==> src/rtl/pevc_pkg.sv <==
package pevc_pkg;

    localparam int CNT_W = 48;
    localparam int EVT_W = 4;
    localparam int THR_W = 8;
    localparam int CFG_W = THR_W + 6;
    localparam int PRV_W = 2;

    // Packed MSB first: enable is the top bit, threshold the low byte.
    typedef struct packed {
        logic             enable;
        logic             irq_en;
        logic             krn_en;
        logic             usr_en;
        logic             edge_mode;
        logic             invert;
        logic [THR_W-1:0] thresh;
    } cfg_t;

    typedef enum logic [PRV_W-1:0] {
        PRIV_KERNEL = 2'd0,
        PRIV_ONE    = 2'd1,
        PRIV_TWO    = 2'd2,
        PRIV_THREE  = 2'd3
    } priv_e;

    // Ring filter: no enable set at all means admit everything.
    function automatic logic ring_admitted(cfg_t c, priv_e lvl);
        if (!c.usr_en && !c.krn_en)
            return 1'b1;
        return (lvl == PRIV_KERNEL) ? c.krn_en : c.usr_en;
    endfunction

    // Threshold compare, optionally inverted.
    function automatic logic thresh_hit(cfg_t c, logic [EVT_W-1:0] n);
        logic ge;
        ge = ({{(THR_W-EVT_W){1'b0}}, n} >= c.thresh);
        return c.invert ? !ge : ge;
    endfunction

endpackage

==> src/rtl/pevc_qualify.sv <==
module pevc_qualify
    import pevc_pkg::*;
#(
    parameter int EW = EVT_W
) (
    input  cfg_t          cfg_i,
    input  logic [EW-1:0] evt_i,
    input  priv_e         priv_i,
    output logic [EW-1:0] raw_o,
    output logic          cond_o,
    output logic          thr_mode_o
);
    logic admit;

    always_comb begin
        admit      = ring_admitted(cfg_i, priv_i);
        thr_mode_o = (cfg_i.thresh != '0);
        raw_o      = admit ? evt_i : '0;
        cond_o     = admit && thr_mode_o && thresh_hit(cfg_i, evt_i);
    end

endmodule

==> src/rtl/pevc_edge.sv <==
module pevc_edge (
    input  logic clk,
    input  logic rst,
    input  logic clear_i,
    input  logic track_i,
    input  logic cond_i,
    output logic pulse_o
);
    logic hist_q;

    always_ff @(posedge clk) begin
        if (rst || clear_i || !track_i)
            hist_q <= 1'b0;
        else
            hist_q <= cond_i;
    end

    assign pulse_o = cond_i && !hist_q;

    // a held condition produces no second pulse.
    p_edge_once_r6: assert property (@(posedge clk) disable iff (rst)
        (track_i && cond_i && !clear_i) |=> !pulse_o);

endmodule

==> src/rtl/pevc_accum.sv <==
module pevc_accum
    import pevc_pkg::*;
#(
    parameter int CW = CNT_W,
    parameter int EW = EVT_W
) (
    input  logic          clk,
    input  logic          rst,
    input  logic          en_i,
    input  logic [EW-1:0] inc_i,
    input  logic          wr_i,
    input  logic [CW-1:0] wdata_i,
    input  logic          irq_en_i,
    input  logic          clr_i,
    output logic [CW-1:0] cnt_o,
    output logic          ovf_o
);
    localparam int SUM_W = CW + 1;

    logic [CW-1:0]  cnt_q;
    logic           ovf_q;
    logic [SUM_W-1:0] sum;
    logic           wrap;

    always_comb begin
        sum  = {1'b0, cnt_q} + {{(SUM_W-EW){1'b0}}, inc_i};
        wrap = en_i && !wr_i && sum[CW];
    end

    always_ff @(posedge clk) begin
        if (rst)
            cnt_q <= '0;
        else if (wr_i)
            cnt_q <= wdata_i;
        else if (en_i)
            cnt_q <= sum[CW-1:0];
    end

    always_ff @(posedge clk) begin
        if (rst)
            ovf_q <= 1'b0;
        else if (wrap && irq_en_i)
            ovf_q <= 1'b1;
        else if (clr_i)
            ovf_q <= 1'b0;
    end

    assign cnt_o = cnt_q;
    assign ovf_o = ovf_q;

    // disabled and unwritten means no change.
    p_hold_off_r9: assert property (@(posedge clk) disable iff (rst)
        (!en_i && !wr_i) |=> (cnt_q == $past(cnt_q)));

    // a software write lands regardless of increments.
    p_write_wins_r10: assert property (@(posedge clk) disable iff (rst)
        wr_i |=> (cnt_q == $past(wdata_i)));

    // one cycle never advances the count by more than the input range.
    p_step_bound_r3: assert property (@(posedge clk) disable iff (rst)
        (en_i && !wr_i) |=> ((cnt_q - $past(cnt_q)) <= CW'((1 << EW) - 1)));

    // the sticky flag only drops after a clear request.
    p_sticky_r11: assert property (@(posedge clk) disable iff (rst)
        $fell(ovf_q) |-> $past(clr_i));

endmodule

==> src/rtl/qual_event_counter.sv <==
module qual_event_counter
    import pevc_pkg::*;
(
    input  logic             clk,
    input  logic             rst,
    input  logic             cfg_we,
    input  logic [CFG_W-1:0] cfg_wdata,
    input  logic [EVT_W-1:0] evt_count,
    input  logic [PRV_W-1:0] priv_level,
    input  logic             cnt_we,
    input  logic [CNT_W-1:0] cnt_wdata,
    input  logic             ovf_clr,
    output logic [CNT_W-1:0] cnt_value,
    output logic             ovf_status,
    output logic             irq
);
    cfg_t             cfg_q;
    logic [EVT_W-1:0] raw_cnt;
    logic             cond;
    logic             thr_mode;
    logic             pulse;
    logic             unit_hit;
    logic [EVT_W-1:0] step;

    always_ff @(posedge clk) begin
        if (rst)
            cfg_q <= '0;
        else if (cfg_we)
            cfg_q <= cfg_t'(cfg_wdata);
    end

    pevc_qualify #(.EW(EVT_W)) u_qual (
        .cfg_i      (cfg_q),
        .evt_i      (evt_count),
        .priv_i     (priv_e'(priv_level)),
        .raw_o      (raw_cnt),
        .cond_o     (cond),
        .thr_mode_o (thr_mode)
    );

    pevc_edge u_edge (
        .clk     (clk),
        .rst     (rst),
        .clear_i (cfg_we),
        .track_i (cfg_q.enable),
        .cond_i  (cond),
        .pulse_o (pulse)
    );

    always_comb begin
        unit_hit = cfg_q.edge_mode ? pulse : cond;
        step     = thr_mode ? {{(EVT_W-1){1'b0}}, unit_hit} : raw_cnt;
    end

    pevc_accum #(.CW(CNT_W), .EW(EVT_W)) u_acc (
        .clk      (clk),
        .rst      (rst),
        .en_i     (cfg_q.enable),
        .inc_i    (step),
        .wr_i     (cnt_we),
        .wdata_i  (cnt_wdata),
        .irq_en_i (cfg_q.irq_en),
        .clr_i    (ovf_clr),
        .cnt_o    (cnt_value),
        .ovf_o    (ovf_status)
    );

    assign irq = ovf_status;

    // ring 0 with only user counting enabled adds nothing.
    p_ring_block_r7: assert property (@(posedge clk) disable iff (rst)
        (cfg_q.usr_en && !cfg_q.krn_en && priv_level == 2'd0 && !cnt_we && !cfg_we)
        |=> (cnt_value == $past(cnt_value)));

    // threshold mode advances by at most one per cycle.
    p_unit_step_r4: assert property (@(posedge clk) disable iff (rst)
        (cfg_q.enable && cfg_q.thresh != '0 && !cnt_we)
        |=> ((cnt_value - $past(cnt_value)) <= CNT_W'(1)));

endmodule

==> config.mk <==
export PLATFORM = sky130hd
export DESIGN_NAME = qual_event_counter
export DESIGN_NICKNAME = d
export VERILOG_FILES = /design/src/rtl/pevc_pkg.sv /design/src/rtl/pevc_qualify.sv /design/src/rtl/pevc_edge.sv /design/src/rtl/pevc_accum.sv /design/src/rtl/qual_event_counter.sv
export SDC_FILE = /design/constraint.sdc
export NUM_CORES = 1
export LEC_CHECK = 0
export CELL_PAD_IN_SITES_DETAIL_PLACEMENT = 1
export CELL_PAD_IN_SITES_GLOBAL_PLACEMENT = 1
export CORE_ASPECT_RATIO = 0.7
export CORE_MARGIN = 10
export CORE_UTILIZATION = 36
export CTS_CLUSTER_SIZE = 8
export DETAILED_ROUTE_END_ITERATION = 10
export GPL_TIMING_DRIVEN = 0
export PLACE_DENSITY = 0.86
export SLEW_MARGIN = 20
export SYNTH_ARGS = -nofsm -noshare
export SYNTH_HDL_FRONTEND = slang
export SYNTH_SLANG_ARGS = --single-unit
==> constraint.sdc <==
create_clock -name clk -period 6.3 [get_ports clk]
set_clock_uncertainty 0.1 [all_clocks]
set_input_delay 1.26 -clock clk [delete_from_list [all_inputs] [get_ports clk]]
set_output_delay 1.26 -clock clk [all_outputs]
set_load 0.005 [all_outputs]
After elaboration in Yosys (flattened, before gate mapping)
Index checks and enable logic that the tools add are counted.
- $lt $le $gt $ge: 1
- $add $sub $neg: 1
- reductions and logical operators: 19
- mux-type cells: 12
- operators by type and width (kind ; count):
    2-to-1 mux 48 bit ; 2
    adder 48 x 4 -> 49 bit ; 1
    >= comparator 4 x 8 -> 1 bit ; 1
    2-to-1 mux 1 bit ; 8
    2-to-1 mux 4 bit ; 2
    nonzero test 8 bit ; 1
    logical AND 1 bit ; 7
    logical NOT 1 bit ; 6
    nonzero test 2 bit ; 2
    logical NOT 2 bit ; 1
    logical OR 1 bit ; 2
- output and inout bits: 50
- bits of input ports: 73
- logic and storage cells: 43
- bits in registers: 64

Longest topological paths before layout
- depth after elaboration: 13
- depth in mapped cells: 16
- depth with buffers taken out: 15

Cells and area by module
From an unflattened synthesis, not the netlist that was laid out.
- cells, all modules: 473
- area total of the unflattened synthesis: 3961.3 µm²
- modules (own cells, without submodules) (module ; instances ; cells each ; area each (µm²) ; sequential area each (µm²)):
    pevc_accum ; 1 ; 390 ; 3156.8 ; 980.9
    qual_event_counter ; 1 ; 52 ; 553.0 ; 280.3
    pevc_qualify ; 1 ; 28 ; 212.7 ; 0.0
    pevc_edge ; 1 ; 3 ; 38.8 ; 20.0

Worst setup path after synthesis
No wires, ideal clock.
- kind: input -> register
- start: input evt_count[0]
- end: register u_acc.cnt_q[46], in the netlist u_acc.cnt_o[46]
- path buffers: 1
- stages on the path: 16
- required time: 6109 ps
- slack: 1670 ps
- library setup time: 91 ps
- arrival time: 4440 ps
- path through: inv_1 > ha_1 > nand2b_1 > a21o_1 > a211oi_1 > o2111ai_1 > nand3_1 > ha_1 > inv_1 > fa_1 > nand2b_1 > a21oi_2 > nand4_1 > buf_2 > or4_1 > a311oi_1
- word-level cells in the longest chain between the ends: 10
- elaborated cells on any way between the ends: 11
- those cells by class: 1 x add/sub; 1 x order compare; 6 x mux; 3 x reduce/logical
- RTL lines (element ; RTL line ; text):
    from (decl) ; qual_event_counter.sv:8 ; input logic [EVT_W-1:0] evt_count,
    >= comparator 4 x 8 -> 1 bit ; pevc_pkg.sv:37 ; ge = ({{(THR_W-EVT_W){1'b0}}, n} >= c.thresh);
    logical NOT 1 bit ; pevc_pkg.sv:38 ; return c.invert ? !ge : ge;
    2-to-1 mux 1 bit ; pevc_pkg.sv:38 ;
    logical AND 1 bit ; pevc_qualify.sv:19 ; cond_o = admit && thr_mode_o && thresh_hit(cfg_i, evt_i);
    logical AND 1 bit ; pevc_edge.sv:18 ; assign pulse_o = cond_i && !hist_q;
    2-to-1 mux 1 bit ; qual_event_counter.sv:51 ; unit_hit = cfg_q.edge_mode ? pulse : cond;
    2-to-1 mux 4 bit * ; qual_event_counter.sv:52 ; step = thr_mode ? {{(EVT_W-1){1'b0}}, unit_hit} : raw_cnt;
    adder 48 x 4 -> 49 bit * ; pevc_accum.sv:26 ; sum = {1'b0, cnt_q} + {{(SUM_W-EW){1'b0}}, inc_i};
    2-to-1 mux 48 bit * ; pevc_accum.sv:35 ; else if (en_i)
    2-to-1 mux 48 bit * ; pevc_accum.sv:33 ; else if (wr_i)
    to (signal assigned) ; pevc_accum.sv:34 ; cnt_q <= wdata_i;
    to (signal assigned) ; pevc_accum.sv:36 ; cnt_q <= sum[CW-1:0];
    to (decl) ; pevc_accum.sv:20 ; logic [CW-1:0] cnt_q;
Mark *: on every way between the ends. The rest lies on a longest branch, timed or not. The select of a mux whose other input is x is not followed.
A chain may end at the register's enable or synchronous reset.

Worst setup path after layout
Same ends and word-level chain as after synthesis.

==> results.sh <==
export IMPL_p_leak_uw=0.00193
export IMPL_ys_seq_elements=64
export IMPL_ios=123
export IMPL_clock_path_buffers=2
export IMPL_criticalPathCategory="input pin to flop"
export IMPL_r2r_start="cfg_q[7]$_SDFFE_PP0P_"
export IMPL_cts_setup_buffers=0
export IMPL_ys_async_sr_fraction=0
export IMPL_cts_tree="built"
export IMPL_drive_gt1_frac=0.0772
export IMPL_syn_avg_cell_area_um2=8.33
export IMPL_final_cell_mix="clkdlybuf4s50_1 (119), nor2_1 (67), dfxtp_1 (64)"
export IMPL_wire_per_inst_um=21.3
export IMPL_comb_power_share=0.182
export IMPL_dieArea_um2=15300
export IMPL_root_buffer="clkbuf_16"
export IMPL_numCtsBuffers=9
export IMPL_yosysSeqAreaShare=0.334
export IMPL_power_frac_clock=0.411
export IMPL_dp_hpwl_um=12100
export IMPL_end_kind="flop"
export IMPL_ctsHoldBuffers=0
export IMPL_slowest_delay_ps=490
export IMPL_gp_congestion=0.889
export IMPL_cp_data_required_time_ps=6430
export IMPL_clock_sinks=64
export IMPL_sequentialPowerShare=0.407
export IMPL_syn_nets=543
export IMPL_status="finished clean"
export IMPL_intPower_uw=845
export IMPL_cp_cell_sequence="clkdlybuf4s50_1, inv_1, ha_1, nand2b_1, a21o_1, a211oi_1, o2111ai_1, nand3_1, ha_1, inv_1, fa_1, nand2b_1, a21oi_2, nand4_1, buf_2, or4_1, a311oi_1"
export IMPL_diodes=0
export IMPL_cp_depth=17
export IMPL_rsz0062_at_grt="false"
export IMPL_htree_levels=3
export IMPL_min_path_cells=2
export IMPL_netlist_instances=461
export IMPL_dieHeight_um=106
export IMPL_path_max_fanout=10
export IMPL_antenna_found_initial=0
export IMPL_drtIter0Drc=285
export IMPL_fin_util=0.527
export IMPL_fillers=1228
export IMPL_final_max_slew_viol_count=0
export IMPL_hold_violations=0
export IMPL_rows=31
export IMPL_synthToLayoutAreaGrowth_pct=42.8
export IMPL_dp_slack_ps=362
export IMPL_relSlewSlack=0.343
export IMPL_setup_tns_ps=0
export IMPL_antenna_left=0
export IMPL_vias_per_cell=5.72
export IMPL_setup_violations_final=0
export IMPL_peakVddDrop_uv=142
export IMPL_clkTransAtPathRegs_ps=50
export IMPL_p_per_area_nw_per_um2=211
export IMPL_via_count=4165
export IMPL_drc=0
export IMPL_grt_use_total=0.203
export IMPL_initial_core_util=0.369
export IMPL_hp_class="flop to flop"
export IMPL_cp_data_arrival_time_ps=5800
export IMPL_insertion_delay_ps=330
export IMPL_grt_ovfl_total=0
export IMPL_cap_viol_max_count=0
export IMPL_rr_worst_depth=13
export IMPL_cp_startpoint="evt_count[0]"
export IMPL_ys_flop_type="dfxtp_1"
export IMPL_port_buffers=119
export IMPL_grt_pass1_vias=4500
export IMPL_min_period_ps=5670
export IMPL_grt_max_degree=11
export IMPL_final_common_cell="clkdlybuf4s50_1"
export IMPL_core_area_um2=10400
export IMPL_die_width_um=143
export IMPL_critPathTopFamily="compound AO/OA/AOI/OAI gates"
export IMPL_crit_path_top_delay_cell="clkdlybuf4s50_1"
export IMPL_yosysUniqueCellTypes=57
export IMPL_synth_edf_count=0
export IMPL_max_freq_ghz=0.176
export IMPL_final_nets=673
export IMPL_syn_cell_area_um2=3840
export IMPL_design_power_total_uw=1160
export IMPL_worst_slack_ps=629
export IMPL_critPathBufInv=4
export IMPL_startpoint_type="input pin"
export IMPL_p_sw_frac=0.269
export IMPL_hp_start="cfg_q[4]$_SDFFE_PP0P_"
export IMPL_drt_pass1_iter_count=4
export IMPL_routed_wl_um=15500
export IMPL_cts_resized=0
export IMPL_worst_pin_slew_ps=986
export IMPL_yosys_warnings=0
export IMPL_grt_pass1_wl_um=24900
export IMPL_finalCritPeriodShare=0.900
export IMPL_switchingPower_uw=311
==> synthesized netlist by cell type, types with 3 or more instances <==
cell,count,share of area
a211oi_1,21,0.041
a21o_1,4,0.0078
a21oi_1,14,0.018
a311oi_1,16,0.037
and3_1,7,0.011
buf_2,4,0.0052
clkbuf_1,17,0.017
dfxtp_1,64,0.33
ha_1,8,0.026
inv_1,17,0.017
mux2i_1,18,0.047
nand2_1,40,0.039
nand2b_1,6,0.0098
nand3_1,12,0.016
nand3_4,3,0.014
nand4_1,16,0.026
nor2_1,67,0.066
nor3_1,4,0.0052
nor3_2,4,0.010
nor4_1,11,0.018
nor4_4,3,0.017
o21ai_0,15,0.020
o31a_1,3,0.0068
o31ai_1,8,0.016
or3_1,11,0.018
or4_1,9,0.018
xnor2_1,10,0.023
xor2_1,11,0.025
==> per-stage QoR <==
step | std cells | hold slack (ps) | area [µm²]
floorplan | 461 | 361 | 3840
global placement | 712 | 379 | 5190
detailed placement | 712 | 388 | 5190
CTS | 728 | 400 | 5480
global route | 728 | 443 | 5480
finish | 728 | 396 | 5480
==> routing by layer <==
metal	track usage	routed length, µm	vias up	part of all wire
met1	0.257	6750	2019	0.44
li1	-	-	1973	-
met2	0.327	7150	162	0.46
met3	0.0738	1500	11	0.097
met4	0.0385	119	0	0.0077
met5	0	0	-	0
==> sequential cells by signal, indices dropped and copies added (netlist names) <==
signal	count
cfg_q	14
u_acc.cnt_o	48
u_acc.ovf_o	1
u_edge.hist_q	1
==> power by group through the flow <==
stage	Sequential [µW]	Combinational [µW]	Clock [µW]
after floorplan	469	88.2	0
after CTS	470	211	480
after detailed placement	478	209	0
after global routing	476	230	499
final	471	210	475
after global placement	475	200	0
==> kinds of logic (layout without fill, tap and decap cells) <==
family,Yosys count,in the layout,share of synthesized area
simple gates,211,211,0.312
compound gates,96,96,0.183
flops,64,64,0.334
buf+inv,42,177,0.0453
xor+xnor,21,21,0.0479
mux,18,18,0.0469
fa+ha+maj,9,9,0.0313
==> worst paths after layout <==
path	to	slack, ps
max	u_acc.cnt_o[46]$_SDFFE_PP0P_	630
min	cfg_q[4]$_SDFFE_PP0P_	400
max reg2reg	u_acc.cnt_o[46]$_SDFFE_PP0P_	1700
min reg2reg	cfg_q[4]$_SDFFE_PP0P_	400
==> worst reg2reg max path, cell delays in order, from the launching register on <==
cell and delay (ps):
dfxtp_1 310, nor4_1 650, o21ai_0 390, nand4bb_1 300
nand3_1 110, ha_1 190, inv_1 70, fa_1 420
nand2b_1 230, a21oi_2 420, nand4_1 270, buf_2 260
or4_1 490, a311oi_1 290
==> area by class of cell <==
| class | instances | area [µm²] | area share |
|---|---|---|---|
| multi-input cells | 355 | 2380 | 0.435 |
| flip-flops and latches | 64 | 1280 | 0.234 |
| repair buffers | 119 | 1190 | 0.217 |
| clock buffers | 13 | 270 | 0.0493 |
| well taps | 132 | 165 | 0.0301 |
| plain buffers | 25 | 110 | 0.0201 |
| inverters | 17 | 63.8 | 0.0116 |
| clock inverters | 3 | 15.0 | 0.00274 |
Note: power is estimated with default switching activity, not from simulation.
